===== config.mk =====
export PLATFORM = sky130hd
export DESIGN_NAME = irq_prio_ctrl
export DESIGN_NICKNAME = d
export VERILOG_FILES = /design/src/rtl/irq_pkg.sv /design/src/rtl/irq_src_pend.sv /design/src/rtl/irq_arb.sv /design/src/rtl/irq_isr_track.sv /design/src/rtl/irq_prio_ctrl.sv
export SDC_FILE = /design/constraint.sdc
export NUM_CORES = 1
export LEC_CHECK = 0
export BUFFER_PORTS_ARGS = -buffer_cell sky130_fd_sc_hd__buf_2
export CORE_ASPECT_RATIO = 0.7
export CORE_MARGIN = 2
export CORE_UTILIZATION = 50
export DETAILED_ROUTE_END_ITERATION = 7
export PLACE_DENSITY = 0.69
export SYNTH_ARGS = -nofsm -noshare
export SYNTH_HDL_FRONTEND = slang
export SYNTH_HIERARCHICAL = 1
export SYNTH_SLANG_ARGS = --single-unit

===== constraint.sdc =====
create_clock -name clk -period 24 [get_ports clk]
set_input_delay 3.6 -clock clk [delete_from_list [all_inputs] [get_ports clk]]
set_output_delay 3.6 -clock clk [all_outputs]
set_load 0.01 [all_outputs]

===== src/rtl/irq_pkg.sv =====
package irq_pkg;
  typedef enum logic {
    TRIG_EDGE  = 1'b0,
    TRIG_LEVEL = 1'b1
  } trig_e;
endpackage


===== src/rtl/irq_src_pend.sv =====
module irq_src_pend (
  input  logic clk,
  input  logic rst_n,
  input  logic lvl_mode,
  input  logic evt,
  input  logic lvl,
  input  logic clr,
  output logic pend_q,
  output logic pend_eff
);
  // The effective view folds in an edge arriving this cycle so that an
  // acknowledge in the same cycle can already deliver it.
  always_comb pend_eff = lvl_mode ? lvl : (pend_q | evt);

  always_ff @(posedge clk) begin
    if (!rst_n)        pend_q <= 1'b0;
    else if (lvl_mode) pend_q <= 1'b0;
    else               pend_q <= (pend_q | evt) & ~clr;
  end
endmodule


===== src/rtl/irq_arb.sv =====
module irq_arb #(
  parameter int N_SRC  = 8,
  parameter int PRIO_W = 4,
  localparam int IDX_W = (N_SRC > 1) ? $clog2(N_SRC) : 1
)(
  input  logic [N_SRC-1:0]  pend,
  input  logic [PRIO_W-1:0] prio [N_SRC],
  input  logic [PRIO_W-1:0] cur_prio,
  output logic              win_vld,
  output logic [IDX_W-1:0]  win_idx,
  output logic [PRIO_W-1:0] win_prio
);
  // Ascending scan with strict compare: equal priorities keep the lower index.
  always_comb begin
    win_vld  = 1'b0;
    win_idx  = '0;
    win_prio = '0;
    for (int i = 0; i < N_SRC; i++) begin
      if (pend[i] && (prio[i] != '0) && (prio[i] > cur_prio) &&
          (!win_vld || (prio[i] > win_prio))) begin
        win_vld  = 1'b1;
        win_idx  = IDX_W'(i);
        win_prio = prio[i];
      end
    end
  end
endmodule


===== src/rtl/irq_isr_track.sv =====
module irq_isr_track #(
  parameter int PRIO_W = 4,
  localparam int NLVL = 1 << PRIO_W
)(
  input  logic              clk,
  input  logic              rst_n,
  input  logic              push,
  input  logic [PRIO_W-1:0] push_prio,
  input  logic              pop,
  output logic [NLVL-1:0]   isr_mask,
  output logic [PRIO_W-1:0] cur_prio
);
  logic [NLVL-1:0] mask_nxt;

  always_comb begin
    cur_prio = '0;
    for (int l = 1; l < NLVL; l++)
      if (isr_mask[l]) cur_prio = PRIO_W'(l);
  end

  // Retire uses the level held before this cycle; a pushed level is always above it.
  always_comb begin
    mask_nxt = isr_mask;
    if (pop)  mask_nxt[cur_prio]  = 1'b0;
    if (push) mask_nxt[push_prio] = 1'b1;
  end

  always_ff @(posedge clk) begin
    if (!rst_n) isr_mask <= '0;
    else        isr_mask <= mask_nxt;
  end
endmodule


===== src/rtl/irq_prio_ctrl.sv =====
module irq_prio_ctrl
  import irq_pkg::*;
#(
  parameter int N_EXT  = 4,
  parameter int N_TMR  = 2,
  parameter int N_IPI  = 2,
  parameter int PRIO_W = 4,
  parameter int VEC_W  = 8,
  parameter logic [VEC_W-1:0] SPUR_VEC = '1,
  localparam int N_SRC  = N_EXT + N_TMR + N_IPI,
  localparam int ADDR_W = $clog2(N_SRC + 1)
)(
  input  logic                    clk,
  input  logic                    rst_n,
  input  logic [N_EXT-1:0]        ext_irq,
  input  logic [N_TMR-1:0]        tmr_evt,
  input  logic                    cfg_we,
  input  logic [ADDR_W-1:0]       cfg_addr,
  input  logic [VEC_W+PRIO_W:0]   cfg_wdata,
  input  logic                    ack_rd,
  input  logic                    eoi_wr,
  output logic                    irq_out,
  output logic                    ack_vld,
  output logic [VEC_W-1:0]        ack_vec
);
  localparam int IDX_W     = (N_SRC > 1) ? $clog2(N_SRC) : 1;
  localparam int NLVL      = 1 << PRIO_W;
  localparam int TMR_BASE  = N_EXT;
  localparam int IPI_BASE  = N_EXT + N_TMR;
  localparam int F_PRIO_LO = VEC_W;
  localparam int F_TRIG    = VEC_W + PRIO_W;

  logic [PRIO_W-1:0] cfg_prio [N_SRC];
  logic [VEC_W-1:0]  cfg_vec  [N_SRC];
  logic [N_SRC-1:0]  lvl_vec;
  logic [N_EXT-1:0]  ext_q;
  logic [N_TMR-1:0]  tmr_q;
  logic [N_SRC-1:0]  src_evt, src_lvl, pend_q, pend_eff, clr_vec;
  logic              win_vld;
  logic [IDX_W-1:0]  win_idx;
  logic [PRIO_W-1:0] win_prio, cur_prio;
  logic [NLVL-1:0]   isr_mask;
  logic              ack_take, door_wr;

  assign door_wr  = cfg_we && (cfg_addr == ADDR_W'(N_SRC));
  assign ack_take = ack_rd && win_vld;
  assign irq_out  = win_vld;

  always_ff @(posedge clk) begin
    if (!rst_n) begin
      ext_q <= '0;
      tmr_q <= '0;
    end else begin
      ext_q <= ext_irq;
      tmr_q <= tmr_evt;
    end
  end

  // Per-source configuration; only external lines may hold level mode.
  always_ff @(posedge clk) begin
    if (!rst_n) begin
      lvl_vec <= '0;
      for (int i = 0; i < N_SRC; i++) begin
        cfg_prio[i] <= '0;
        cfg_vec[i]  <= '0;
      end
    end else begin
      for (int i = 0; i < N_SRC; i++) begin
        if (cfg_we && (cfg_addr == ADDR_W'(i))) begin
          cfg_prio[i] <= cfg_wdata[F_TRIG-1:F_PRIO_LO];
          cfg_vec[i]  <= cfg_wdata[VEC_W-1:0];
          lvl_vec[i]  <= (i < N_EXT) ? (cfg_wdata[F_TRIG] == TRIG_LEVEL) : 1'b0;
        end
      end
    end
  end

  generate
    for (genvar i = 0; i < N_SRC; i++) begin : g_src
      if (i < TMR_BASE) begin : g_ext
        assign src_evt[i] = ext_irq[i] & ~ext_q[i];
        assign src_lvl[i] = ext_irq[i];
      end else if (i < IPI_BASE) begin : g_tmr
        assign src_evt[i] = tmr_evt[i-TMR_BASE] & ~tmr_q[i-TMR_BASE];
        assign src_lvl[i] = 1'b0;
      end else begin : g_ipi
        assign src_evt[i] = door_wr & cfg_wdata[i-IPI_BASE];
        assign src_lvl[i] = 1'b0;
      end

      irq_src_pend u_pend (
        .clk      (clk),
        .rst_n    (rst_n),
        .lvl_mode (lvl_vec[i]),
        .evt      (src_evt[i]),
        .lvl      (src_lvl[i]),
        .clr      (clr_vec[i]),
        .pend_q   (pend_q[i]),
        .pend_eff (pend_eff[i])
      );
    end
  endgenerate

  irq_arb #(.N_SRC(N_SRC), .PRIO_W(PRIO_W)) u_arb (
    .pend     (pend_eff),
    .prio     (cfg_prio),
    .cur_prio (cur_prio),
    .win_vld  (win_vld),
    .win_idx  (win_idx),
    .win_prio (win_prio)
  );

  irq_isr_track #(.PRIO_W(PRIO_W)) u_isr (
    .clk       (clk),
    .rst_n     (rst_n),
    .push      (ack_take),
    .push_prio (win_prio),
    .pop       (eoi_wr),
    .isr_mask  (isr_mask),
    .cur_prio  (cur_prio)
  );

  // One snapshot of the winner drives both the clear and the returned vector.
  always_comb begin
    clr_vec = '0;
    if (ack_take) clr_vec[win_idx] = 1'b1;
  end

  always_ff @(posedge clk) begin
    if (!rst_n) begin
      ack_vld <= 1'b0;
      ack_vec <= '0;
    end else begin
      ack_vld <= ack_rd;
      if (ack_rd) ack_vec <= win_vld ? cfg_vec[win_idx] : SPUR_VEC;
    end
  end
endmodule


==> flow_summary.ini, run 1 <==
[routing]
drt_iter0_markers = 740
drc_errors = 0
wl_um = 21600
drt-pass1-iter-count = 5
vias = 6916
vias_per_cell = 5.99
wl_per_cell_um = 18.7
drtAntennaViolNets = 0

[clock_network]
cts.clk_slew.worst_paths_ps = 60
cts_tree = built
cts_resized = 0
post_cts_buffers = 0
clk_path_buf_depth = 2
htree_levels = 4
cts_inserted_buffers = 17
clockRootBuffer = clkbuf_16
clkSinkCount = 138
clock_latency_ps = 420
ctsHoldBuffers = 0

[sta]
max_clock_freq_mhz = 58.5
final.min_clock_period_ps = 17100
skew_ps = 13.4
fin_tns_setup_ps = 0
worst_slew_pin_slew_ps = 1080
hold_viol = 0
rsz0062_at_grt = false
final-setup-viol-count = 0
slew_viol_final = 0
slew_headroom_pct = 28.0
min_period_over_period_pct = 71.2

[critical_path]
critPathMostFrequentCell = o21a_1
cpMaxStageDelayCell = a221oi_1
r2r_slack_ps = 8500
worstSetupPathType = input port to register
cp-end-kind = register
cp.required_ps = 24310
max_stage_delay_ps = 610
critPathMaxFanout = 14
start_kind = input port
crit_arrival_ps = 17410

[floorplanning]
io_pins = 38
fp.dieW_um = 158
num_rows = 39
initial_core_util_pct = 51.1
die_h_um = 112
coreArea_um2 = 16300
dieArea_um2 = 17800

[power]
p_sw_share_pct = 25.0
peakVddDrop_mv = 0.0389
leakage_nw = 3.44
pwr-share-comb_pct = 7.6
internal_power_mw = 0.416
clkPwrFrac_pct = 45.4
p_per_area_nw_per_um2 = 60.1
switchingPower_mw = 0.139
seqPwrFrac_pct = 47.0

[grt]
grt_usage_pct = 25.2
grt_pass1_wl_um = 34700
grt_pass1_vias = 6430
grt_max_degree = 59
antenna_found_initial = 0
grt.overflow.total = 0

[final_layout]
area_growth_pct = 10.4
final_util_pct = 56.4
diodes = 0
drive_gt1_share_pct = 14.1
nets = 1004

[yosys]
synthesis.area_um2 = 8350
synth_cells = 882
ys_warn_count = 6
syn_avg_cell_area_um2 = 9.46

[status]
status = complete, no violations

[place]
io_buffers = 37
dp_hpwl_um = 15600
place_congestion = 0.920

[job]
drv_cap = 0

[hold_path]
hold_class = register to register
area by class of cell:
| type | instances | area [µm²] |
|---|---|---|
| Multi-Input combinational cell | 676 | 4590 |
| Clock buffer | 18 | 429 |
| Tap cell | 225 | 282 |
| Sequential cell | 138 | 3400 |
| Fill cell | 1456 | 7130 |
| Inverter | 41 | 154 |
| Timing Repair Buffer | 42 | 223 |
| Clock inverter | 14 | 135 |
registers in the layout (all words and copies together), names as in the netlist:
| signal | cells |
|---|---|
| cfg_vec | 64 |
| g_src.u_pend/pend_q | 8 |
| ext_q | 4 |
| tmr_q | 2 |
| cfg_prio | 32 |
| ack_vec | 8 |
| lvl_vec | 4 |
| u_isr/isr_mask | 15 |
| ack_vld | 1 |
metal layers:
metal	up-vias	wire [µm]	track usage [%]	part of all wire [%]
met1	3275	10600	39.5	49
met3	20	1890	5.33	8.7
li1	3333	-	-	-
met4	0	238	5.83	1.1
met5	-	0	0	0
met2	288	8900	35.6	41
critical path, delay by kind of cell:
family,cells,cell delay (ps)
AOI/OAI and AO/OA,37,8460
and+or+nand+nor,20,3320
adders and majority gates,7,1880
buffers and inverters,2,140
power by group through the flow:
stage	registers (mW)	logic [mW]	clock network, mW
after floorplan	0.265	0.0281	0
after global placement	0.265	0.0408	0
after detailed placement	0.266	0.0410	0
after CTS	0.261	0.0413	0.253
after global routing	0.262	0.0463	0.263
final	0.261	0.0420	0.252
final timing paths:
check                          from                     end  depth (start not counted)
setup / recovery         ext_irq[0]       u_isr/isr_mask[1]                         66
hold / removal           lvl_vec[3]  g_src[3].u_pend/pend_q                          1
setup reg to reg  u_isr/isr_mask[5]       u_isr/isr_mask[1]                         68
hold reg to reg          lvl_vec[3]  g_src[3].u_pend/pend_q                          1
per-stage QoR:
stage                     instance area, µm²  power, mW  instances  hold WS [ps]  setup WS, ps
final                                   9220      0.554       1154           492          6900
after detailed placement                8650      0.307       1122           484          6770
after floorplan                         8400      0.293        897           460          8570
after global routing                    9220      0.571       1154           516          5650
after global placement                  8650      0.306       1122           485          7120
after CTS                               9220      0.555       1154           492          7150
cell usage in the layout (no fill, tap or decap), types with 6 or more instances in the layout:
| cell type | count |
|---|---|
| dfxtp_1 | 74 |
| edfxtp_1 | 64 |
| o21ai_1 | 23 |
| o22ai_1 | 6 |
| conb_1 | 16 |
| nand3_1 | 48 |
| a31oi_1 | 10 |
| inv_6 | 7 |
| o22a_1 | 7 |
| o211ai_1 | 10 |
| o211a_1 | 6 |
| nand2_1 | 44 |
| a21o_1 | 12 |
| a21oi_1 | 68 |
| o21a_1 | 18 |
| ha_1 | 60 |
| o21ai_0 | 45 |
| inv_1 | 40 |
| nor4b_2 | 8 |
| nor3_1 | 15 |
| nand2b_1 | 8 |
| mux2i_1 | 18 |
| buf_2 | 37 |
| nand4_1 | 14 |
| nor2b_1 | 27 |
| mux2_2 | 14 |
| clkbuf_16 | 17 |
| and2_1 | 20 |
| nor2_1 | 82 |
Power figures use the tool's default switching activity.
==> run 2, diff against run 1 <==
- clock period: 24 -> 16.7 ns (I/O delays scaled with it)
==> flow_summary.ini, run 2 (synthesized netlist as in run 1, its figures left out) <==
[status]
status = complete, no violations

[floorplanning]
initial_core_util_pct = 51.1
io_pins = 38
coreArea_um2 = 16300
die_h_um = 112
num_rows = 39
fp.dieW_um = 158
dieArea_um2 = 17800

[final_layout]
top_register = cfg_vec
multi_input_area_um2 = 4600
fill_cells = 1411
largest_reg_flops = 64
area_growth_pct = 11.1
fin_area_um2 = 9270
reg_top3 = cfg_vec x64, cfg_prio x32, u_isr/isr_mask x15
diodes = 0
final_common_cell = nor2_1
nets = 1007
seq_area_um2 = 3400
final_cell_mix = nor2_1 (82), dfxtp_1 (74), a21oi_1 (67)
drive_gt1_share_pct = 14.6

[clock_network]
clkSinkCount = 138
clock_latency_ps = 410
htree_levels = 4
clk_path_buf_depth = 2
cts_inserted_buffers = 17
cts_tree = built
clockRootBuffer = clkbuf_16
cts.clk_slew.worst_paths_ps = 60

[sta]
min_period_over_period_pct = 93.9
fin_tns_setup_ps = 0
slew_headroom_pct = 25.8
worst_slew_pin_slew_ps = 1110
max_clock_freq_mhz = 63.8
hold_viol = 0
rsz0062_at_grt = false
final-setup-viol-count = 0
slew_viol_final = 0
skew_ps = 9.06
final.min_clock_period_ps = 15670

[routing]
wl_um = 21500
drc_errors = 0
vias_per_cell = 5.97
vias = 6910
drt_iter0_markers = 843
drt-pass1-iter-count = 5
wl_per_cell_um = 18.6
drtAntennaViolNets = 0

[grt]
busiest_layer = met1
antenna_found_initial = 0
grt_pass1_wl_um = 34400
use_met3_pct = 5.37
grtUsageMet1_pct = 40.4
grt_max_degree = 59
grt_usage_pct = 25.1
grt.overflow.total = 0
use_met2_pct = 34.9
grt_pass1_vias = 6318

[power]
p_per_area_nw_per_um2 = 87.6
leakage_nw = 3.48
peakVddDrop_mv = 0.0826

[critical_path]
timing.critical_path.from = ext_irq[0]
cp_top_family = compound AO/OA/AOI/OAI gates
critPathMostFrequentCell = o21a_1
cp.required_ps = 17010
worstSetupPathType = input port to register
rr_worst_depth = 69
start_kind = input port
r2r_slack_ps = 1620
r2r-end = u_isr/isr_mask[5]
cpMaxStageDelayCell = a221oi_1
cp-end-kind = register
crit_buf_inv = 2
crit_arrival_ps = 15980
max_stage_delay_ps = 580
cp.depth = 66
timing.rr.start = u_isr/isr_mask[2]
critPathMaxFanout = 12
cp-endpoint = u_isr/isr_mask[5]

[place]
place_congestion = 0.921
dp_hpwl_um = 15700
placed_area_um2 = 8650
io_buffers = 37

[hold_path]
hold_class = register to register

[job]
drv_cap = 0
## run 2: layer usage
metal / routed length [µm] / share of wire, %
met1: 10800 / 50
met2: 8770 / 41
met3: 1810 / 8.4
met4: 158 / 0.73
met5: 0 / 0
## run 2: how the worst min path moves through the flow
stage	slack, ps	to	cells after the start	startpoint
6_report	490	g_src[3].u_pend/pend_q	1	lvl_vec[3]
5_1_grt	510	g_src[3].u_pend/pend_q	1	lvl_vec[3]
3_3_place_gp	480	g_src[1].u_pend/pend_q	1	lvl_vec[1]
4_1_cts	490	g_src[3].u_pend/pend_q	1	lvl_vec[3]
3_5_place_dp	480	g_src[3].u_pend/pend_q	1	lvl_vec[3]
2_1_floorplan	460	g_src[0].u_pend/pend_q	1	lvl_vec[0]
## run 2: stage by stage
stage	std cells	worst slack (ps)	hold WS (ps)	total power, mW	util, %
global route	1157	19.1	515	0.839	56.7
detailed placement	1122	465	484	0.441	52.9
finish	1157	1030	492	0.812	56.7
global placement	1122	896	485	0.440	52.9
CTS	1154	884	492	0.812	56.5
floorplan	897	2370	460	0.421	-
## run 2: worst register-to-register path, delay by kind of cell, from the launching register on
family / cells / cell delay (ps)
AO/OA/AOI/OAI: 40 / 8930
adder cells (fa/ha/maj): 8 / 2230
flip-flops: 1 / 350
AND/OR/NAND/NOR: 19 / 3120
buffers and inverters: 2 / 320
## run 2: area by class of cell
cell class | count | area share (%)
Inverter | 41 | 1.66
Sequential cell | 138 | 36.7
Tap cell | 225 | 3.04
Multi-Input combinational cell | 676 | 49.6
Clock inverter | 14 | 1.69
Timing Repair Buffer | 45 | 2.65
Clock buffer | 18 | 4.63
## run 2: timing repair
action | CTS | global route
gates resized for setup | 0 | 2
hold buffers | 0 | 0
endpoints found under the setup margin | 0 | 25
buffers inserted | 0 | 3
## run 2: where the power goes
group / internal, mW / switching, mW / total, mW
logic: 0.0210 / 0.0396 / 0.0606
registers: 0.369 / 0.00589 / 0.375
clock network: 0.224 / 0.153 / 0.377
